`src/rtl/clk_ratio_pkg.sv`:
```
package clk_ratio_pkg;
   // register addresses on the configuration bus
   typedef enum logic {
      ADDR_CTRL = 1'b0,
      ADDR_DIV  = 1'b1
   } reg_addr_e;

   // field positions other logic decodes
   localparam int unsigned CTRL_HALF_BIT = 8;
   localparam int unsigned DIV_SYS_LSB   = 4;
endpackage

```
`src/rtl/clk_ratio_regs.sv`:
```
module clk_ratio_regs
   import clk_ratio_pkg::*;
#(
   parameter int unsigned MULT_W        = 6,
   parameter int unsigned CORE_SEL_W    = 2,
   parameter int unsigned SYS_SEL_W     = 4,
   parameter int unsigned DATA_W        = 16,
   parameter int unsigned RELOCK_CYCLES = 16,
   parameter int unsigned RST_MULT      = 10,
   parameter int unsigned RST_SYS       = 4
) (
   input  logic                 clk,
   input  logic                 rst_n,
   input  logic                 wr_i,
   input  logic                 addr_i,
   input  logic [DATA_W-1:0]    wdata_i,
   output logic [DATA_W-1:0]    rdata_o,
   input  logic                 apply_i,
   output logic                 busy_o,
   output logic [MULT_W-1:0]    mult_sel_o,
   output logic                 half_o,
   output logic [SYS_SEL_W-1:0] core_ratio_o,
   output logic [SYS_SEL_W-1:0] sys_ratio_o
);
   localparam int unsigned RATIO_W = SYS_SEL_W;
   localparam int unsigned CNT_W   = $clog2(RELOCK_CYCLES + 1);

   logic [MULT_W-1:0]     shd_mult_q, act_mult_q;
   logic                  shd_half_q, act_half_q;
   logic [CORE_SEL_W-1:0] core_sel_q;
   logic [RATIO_W-1:0]    sys_q;
   logic [CNT_W-1:0]      relock_q;

   logic [CORE_SEL_W-1:0] wr_core_sel;
   logic [RATIO_W-1:0]    wr_core_ratio, wr_sys_raw, wr_sys_req, wr_sys_eff;
   logic                  wr_ctrl, wr_div, apply_ok;

   always_comb begin
      wr_core_sel   = wdata_i[CORE_SEL_W-1:0];
      wr_core_ratio = RATIO_W'(1) << wr_core_sel;
      wr_sys_raw    = wdata_i[DIV_SYS_LSB +: SYS_SEL_W];
      wr_sys_req    = (wr_sys_raw == '0) ? RATIO_W'(1) : wr_sys_raw;
      wr_sys_eff    = (wr_sys_req < wr_core_ratio) ? wr_core_ratio : wr_sys_req;
      wr_ctrl       = wr_i && (addr_i == ADDR_CTRL);
      wr_div        = wr_i && (addr_i == ADDR_DIV);
      apply_ok      = apply_i && (relock_q == '0);
   end

   // staged and active multiplier settings
   always_ff @(posedge clk) begin
      if (!rst_n) begin
         shd_mult_q <= MULT_W'(RST_MULT);
         shd_half_q <= 1'b0;
         act_mult_q <= MULT_W'(RST_MULT);
         act_half_q <= 1'b0;
      end else begin
         if (wr_ctrl) begin
            shd_mult_q <= wdata_i[MULT_W-1:0];
            shd_half_q <= wdata_i[CTRL_HALF_BIT];
         end
         if (apply_ok) begin
            act_mult_q <= shd_mult_q;
            act_half_q <= shd_half_q;
         end
      end
   end

   // relock interval counter
   always_ff @(posedge clk) begin
      if (!rst_n)             relock_q <= '0;
      else if (apply_ok)      relock_q <= CNT_W'(RELOCK_CYCLES);
      else if (relock_q != '0) relock_q <= relock_q - 1'b1;
   end

   // divider register stores the clamped system ratio
   always_ff @(posedge clk) begin
      if (!rst_n) begin
         core_sel_q <= '0;
         sys_q      <= RATIO_W'(RST_SYS);
      end else if (wr_div) begin
         core_sel_q <= wr_core_sel;
         sys_q      <= wr_sys_eff;
      end
   end

   always_comb begin
      rdata_o = '0;
      if (addr_i == ADDR_CTRL) begin
         rdata_o[MULT_W-1:0]    = shd_mult_q;
         rdata_o[CTRL_HALF_BIT] = shd_half_q;
      end else begin
         rdata_o[CORE_SEL_W-1:0]             = core_sel_q;
         rdata_o[DIV_SYS_LSB +: SYS_SEL_W]   = sys_q;
      end
   end

   assign busy_o       = (relock_q != '0);
   assign mult_sel_o   = act_mult_q;
   assign half_o       = act_half_q;
   assign core_ratio_o = RATIO_W'(1) << core_sel_q;
   assign sys_ratio_o  = sys_q;
endmodule

```
`src/rtl/clk_en_div.sv`:
```
module clk_en_div #(
   parameter int unsigned RATIO_W = 4
) (
   input  logic               clk,
   input  logic               rst_n,
   input  logic               tick_i,
   input  logic [RATIO_W-1:0] ratio_i,
   output logic               en_o
);
   logic [RATIO_W-1:0] cnt_q, ratio_q;

   always_ff @(posedge clk) begin
      if (!rst_n) begin
         cnt_q   <= '0;
         ratio_q <= '0;
         en_o    <= 1'b0;
      end else if (ratio_i != ratio_q) begin
         // ratio changed: restart the count from zero
         ratio_q <= ratio_i;
         cnt_q   <= '0;
         en_o    <= 1'b0;
      end else if (tick_i) begin
         if (cnt_q == ratio_q - 1'b1) begin
            cnt_q <= '0;
            en_o  <= 1'b1;
         end else begin
            cnt_q <= cnt_q + 1'b1;
            en_o  <= 1'b0;
         end
      end else begin
         en_o <= 1'b0;
      end
   end
endmodule

```
`src/rtl/clk_ratio_ctrl.sv`:
```
module clk_ratio_ctrl #(
   parameter int unsigned MULT_W        = 6,
   parameter int unsigned CORE_SEL_W    = 2,
   parameter int unsigned SYS_SEL_W     = 4,
   parameter int unsigned DATA_W        = 16,
   parameter int unsigned RELOCK_CYCLES = 16,
   parameter int unsigned RST_MULT      = 10,
   parameter int unsigned RST_SYS       = 4
) (
   input  logic                   clk,
   input  logic                   rst_n,
   input  logic                   reg_wr,
   input  logic                   reg_addr,
   input  logic [DATA_W-1:0]      reg_wdata,
   output logic [DATA_W-1:0]      reg_rdata,
   input  logic                   apply,
   input  logic                   ref_tick,
   output logic                   busy,
   output logic [MULT_W+1:0]      vco_mult_x2,
   output logic [SYS_SEL_W-1:0]   core_ratio,
   output logic [SYS_SEL_W-1:0]   sys_ratio,
   output logic                   core_en,
   output logic                   sys_en
);
   localparam int unsigned RATIO_W  = SYS_SEL_W;
   localparam int unsigned MAX_CORE = 1 << ((1 << CORE_SEL_W) - 1);
   localparam int unsigned N_DIV    = 2;

   // elaboration-time parameter checks
   if (MAX_CORE > (1 << RATIO_W) - 1) begin : g_bad_core_w
      $error("core ratio range does not fit the system ratio width");
   end
   if (DATA_W < clk_ratio_pkg::CTRL_HALF_BIT + 1 ||
       DATA_W < clk_ratio_pkg::DIV_SYS_LSB + SYS_SEL_W ||
       MULT_W > clk_ratio_pkg::CTRL_HALF_BIT) begin : g_bad_data_w
      $error("register fields do not fit the data width");
   end
   if (RELOCK_CYCLES < 1 || RST_SYS < 1 || RST_SYS >= (1 << SYS_SEL_W)) begin : g_bad_rst
      $error("relock length or reset system ratio out of range");
   end

   logic [MULT_W-1:0] mult_sel;
   logic              half;
   logic [MULT_W:0]   mult_full;

   clk_ratio_regs #(
      .MULT_W(MULT_W), .CORE_SEL_W(CORE_SEL_W), .SYS_SEL_W(SYS_SEL_W),
      .DATA_W(DATA_W), .RELOCK_CYCLES(RELOCK_CYCLES),
      .RST_MULT(RST_MULT), .RST_SYS(RST_SYS)
   ) u_regs (
      .clk(clk), .rst_n(rst_n),
      .wr_i(reg_wr), .addr_i(reg_addr), .wdata_i(reg_wdata), .rdata_o(reg_rdata),
      .apply_i(apply), .busy_o(busy),
      .mult_sel_o(mult_sel), .half_o(half),
      .core_ratio_o(core_ratio), .sys_ratio_o(sys_ratio)
   );

   // select 0 stands for the full power of two
   always_comb begin
      mult_full   = (mult_sel == '0) ? (MULT_W+1)'(1 << MULT_W) : {1'b0, mult_sel};
      vco_mult_x2 = half ? {1'b0, mult_full} : {mult_full, 1'b0};
   end

   logic [RATIO_W-1:0] div_ratio [N_DIV];
   logic [N_DIV-1:0]   div_en;
   assign div_ratio[0] = core_ratio;
   assign div_ratio[1] = sys_ratio;

   for (genvar g = 0; g < N_DIV; g++) begin : g_div
      clk_en_div #(.RATIO_W(RATIO_W)) u_div (
         .clk(clk), .rst_n(rst_n), .tick_i(ref_tick),
         .ratio_i(div_ratio[g]), .en_o(div_en[g])
      );
   end

   assign core_en = div_en[0];
   assign sys_en  = div_en[1];
endmodule

```
`config.mk`:
```
export PLATFORM = sky130hd
export DESIGN_NAME = clk_ratio_ctrl
export DESIGN_NICKNAME = d
export VERILOG_FILES = /design/src/rtl/clk_ratio_pkg.sv /design/src/rtl/clk_ratio_regs.sv /design/src/rtl/clk_en_div.sv /design/src/rtl/clk_ratio_ctrl.sv
export SDC_FILE = /design/constraint.sdc
export NUM_CORES = 1
export LEC_CHECK = 0
export BUFFER_PORTS_ARGS = -buffer_cell sky130_fd_sc_hd__buf_2
export CORE_UTILIZATION = 53
export DETAILED_ROUTE_END_ITERATION = 10
export PLACE_DENSITY = 0.79
export SLEW_MARGIN = 20
export SYNTH_ARGS = -nofsm -noshare
export SYNTH_HDL_FRONTEND = slang
export SYNTH_SLANG_ARGS = --single-unit
```
`constraint.sdc`:
```
create_clock -name clk -period 2.5 [get_ports clk]
set_clock_uncertainty 0.1 [all_clocks]
set_input_delay 0.125 -clock clk [delete_from_list [all_inputs] [get_ports clk]]
set_output_delay 0.125 -clock clk [all_outputs]
set_load 0.01 [all_outputs]
```
==> results.py <==
metrics = {
    "run_status": {
        "outcome": "complete, no violations",
    },
    "clocking": {
        "cts_tree": "yes",
        "clk_latency_ns": 0.30,
        "postCtsSetupBuffers": 0,
        "cts.reportedPaths.clkPinSlew_ns": 0.08,
        "htreeDepth": 2,
        "postCtsResizedCells": 0,
        "hold_buffers": 5,
        "numCtsBuffers": 5,
        "cts_sinks": 43,
        "cts_root_buffer": "clkbuf_8",
        "clk_path_buf_depth": 2,
    },
    "detailed_routing": {
        "wl_per_cell_um": 12.77,
        "ant_nets": 0,
        "vias": 1921,
        "drc_errors": 0,
        "dr.first_iter.drc_count": 115,
        "routed_wl_um": 4560,
        "drt_pass1_iterations": 4,
        "viasPerCell": 5.381,
    },
    "worst_setup_path": {
        "path_delay_family": "compound AO/OA/AOI/OAI gates",
        "cp-start-kind": "register",
        "end_kind": "register",
        "arrival_ns": 2.18,
        "critPathSlowestCell": "a2111oi_2",
        "cp.required_ns": 2.64,
        "path_class": "register to register",
        "critPathBufInv": 1,
        "slowest_delay_ns": 0.59,
        "cp_cell_sequence": "inv_1, ha_1, xor2_1, o211ai_1, a2111oi_2, nor2b_1",
        "cp_max_fo": 5,
    },
    "sta": {
        "slew_headroom": 0.6183,
        "max_slew.worst_pin.slew_ns": 0.5714,
        "setup_violations": 0,
        "hold_viol": 0,
        "max_freq_mhz": 490.5,
        "fin_crit_ns": 2.039,
        "rsz0062_at_grt": "no",
        "period_share": 0.8155,
        "drv_slew": 0,
        "setup_tns_ns": 0,
    },
    "floorplan": {
        "initial_utilization": 0.5649,
        "pin_count": 57,
        "die_h_um": 68.00,
        "dieArea_um2": 4623,
        "row_count": 23,
        "coreArea_um2": 4086,
        "die_w_um": 68.00,
    },
    "power_and_ir_drop": {
        "p_clk_frac": 0.245,
        "pwr-share-comb": 0.292,
        "power.internal_w": 0.001173,
        "power_leakage_nw": 1.135,
        "p_sw_frac": 0.3353,
        "switching_power_w": 0.0005920,
        "p_per_area_nw_per_um2": 668.1,
        "finalPower_w": 0.001765,
        "power_frac_seq": 0.464,
        "peakVddDrop_v": 0.0003119,
    },
    "grt": {
        "groute.usage.overall": 0.2226,
        "grt-ovfl-total": 0,
        "grt_pass1_vias": 1747,
        "antenna_found_initial": 0,
        "grt_pass1_wl_um": 7652,
        "grt_max_degree": 36,
    },
    "placed_design": {
        "hpwl_um": 3303,
        "io_buffers": 42,
        "place_inst": 344,
        "place_congestion": 0.7738,
    },
    "logic_synthesis": {
        "synthDistinctLibCells": 48,
        "synth.yosys.warnings": 0,
        "synthArstFlopShare": 0,
        "synth-main-ff-cell": "dfxtp_1",
        "ys_seq_elements": 43,
        "postSynthAreaPerCell_um2": 8.678,
        "syn_area_um2": 2308,
        "synth_edf_count": 0,
        "netlist_instances": 266,
        "yosysSeqAreaShare": 0.3729,
    },
    "cells_and_area": {
        "nNetsFinal": 336,
        "mostFrequentLayoutCell": "dfxtp_1",
        "fin_cells": 357,
        "final_cell_mix": "43 x dfxtp_1, 42 x buf_2, 38 x nand2_1",
        "drive_gt1_frac": 0.2215,
        "diodes": 0,
        "n_fill_cell": 357,
        "syn2layout_area_growth_pct": 14.47,
    },
    "job": {
        "cap_violations": 0,
    },
    "hold_path": {
        "hp-class": "input pin to register",
    },
}
## through the flow
| stage | utilization | area [um^2] | hold WS [ns] | setup WS, ns |
|---|---|---|---|---|
| 2_1_floorplan | - | 2331 | 0.1490 | 0.7238 |
| 3_3_place_gp | 0.6136 | 2507 | 0.2401 | 0.5438 |
| 3_5_place_dp | 0.6136 | 2507 | 0.2497 | 0.4789 |
| 4_1_cts | 0.6467 | 2643 | 0.01714 | 0.4576 |
| 5_1_grt | 0.6467 | 2643 | 0.01329 | 0.2649 |
| 6_report | 0.6467 | 2643 | 0.02158 | 0.4613 |
## state kept, by name, indices dropped and copies added, names as in the netlist, 2 cells and up
name                 count
g_div.u_div.en_o         2
u_regs.mult_sel_o        6
u_regs.shd_mult_q        6
g_div.u_div.cnt_q        8
u_regs.core_sel_q        2
u_regs.sys_ratio_o       4
u_regs.relock_q          5
g_div.u_div.ratio_q      8
## kinds of logic after synthesis
kind of cell	Yosys count	share of synthesized area
AOI/OAI and AO/OA	37	0.1339
xor gates and xnor gates	19	0.07209
adders and majority gates	8	0.04336
buffers and inverters	34	0.06775
DFF	43	0.3729
muxes	12	0.05691
other	1	0.001624
and+or+nand+nor	112	0.2515
## layer usage
layer | up-vias | track usage | share of wire | wire length, um
met4 | 0 | 0.08333 | 0.015 | 70
li1 | 974 | - | - | -
met5 | - | 0 | 0 | 0
met2 | 48 | 0.3444 | 0.46 | 2093
met3 | 6 | 0.06167 | 0.043 | 195
met1 | 893 | 0.2927 | 0.48 | 2201
## layout make-up
type                    count  area, um^2  area share
well taps                  50       62.56     0.02367
clock buffers               6       72.57     0.02746
inverters                  12       45.04     0.01705
flip-flops and latches     43       860.8      0.3258
multi-input cells         195        1314      0.4972
clock inverters             2       12.51    0.004735
repair buffers             49       275.3      0.1042
## tightest hold or removal path: stages
cell and delay, ns:
buf_2 0.14, nand2_1 0.06, nand3_1 0.07
## power groups by stage
stage	clock, W	sequential [W]	combinational, W
after floorplan	0	0.000813	0.000385
after global placement	0	0.000829	0.000491
after detailed placement	0	0.000833	0.000501
after CTS	0.000446	0.000818	0.000512
after global routing	0.000474	0.000827	0.000578
final	0.000432	0.000818	0.000515
## final timing paths
path | from | to | slack, ns | depth (start not counted)
max | g_div[0].u_div.ratio_q[0] | g_div[0].u_div.en_o | 0.46 | 6
min | reg_wdata[1] | u_regs.shd_mult_q[1] | 0.02 | 3
max reg2reg | g_div[0].u_div.ratio_q[0] | g_div[0].u_div.en_o | 0.46 | 6
min reg2reg | u_regs.relock_q[4] | u_regs.relock_q[4] | 0.38 | 2
## cell usage after synthesis, types with 2 or more instances
cell,number,area share
dfxtp_1,43,0.37
nand2_1,38,0.062
a21boi_0,13,0.042
clkbuf_1,13,0.021
inv_1,12,0.020
nand3_1,12,0.026
nor2_1,12,0.020
xnor2_1,12,0.046
nor3_1,11,0.024
and2_1,10,0.027
mux2_2,9,0.044
nor2b_1,9,0.024
ha_1,8,0.043
buf_4,7,0.023
xor2_1,7,0.027
o211ai_1,4,0.013
o21ai_0,4,0.0087
mux2i_1,3,0.013
nand2b_1,3,0.0081
a31oi_1,2,0.0054
buf_2,2,0.0043
nand4_1,2,0.0054
nor3_2,2,0.0087
nor3b_1,2,0.0065
o211a_1,2,0.0087
or3_1,2,0.0054
No activity file was read; power rests on OpenSTA's default activity.
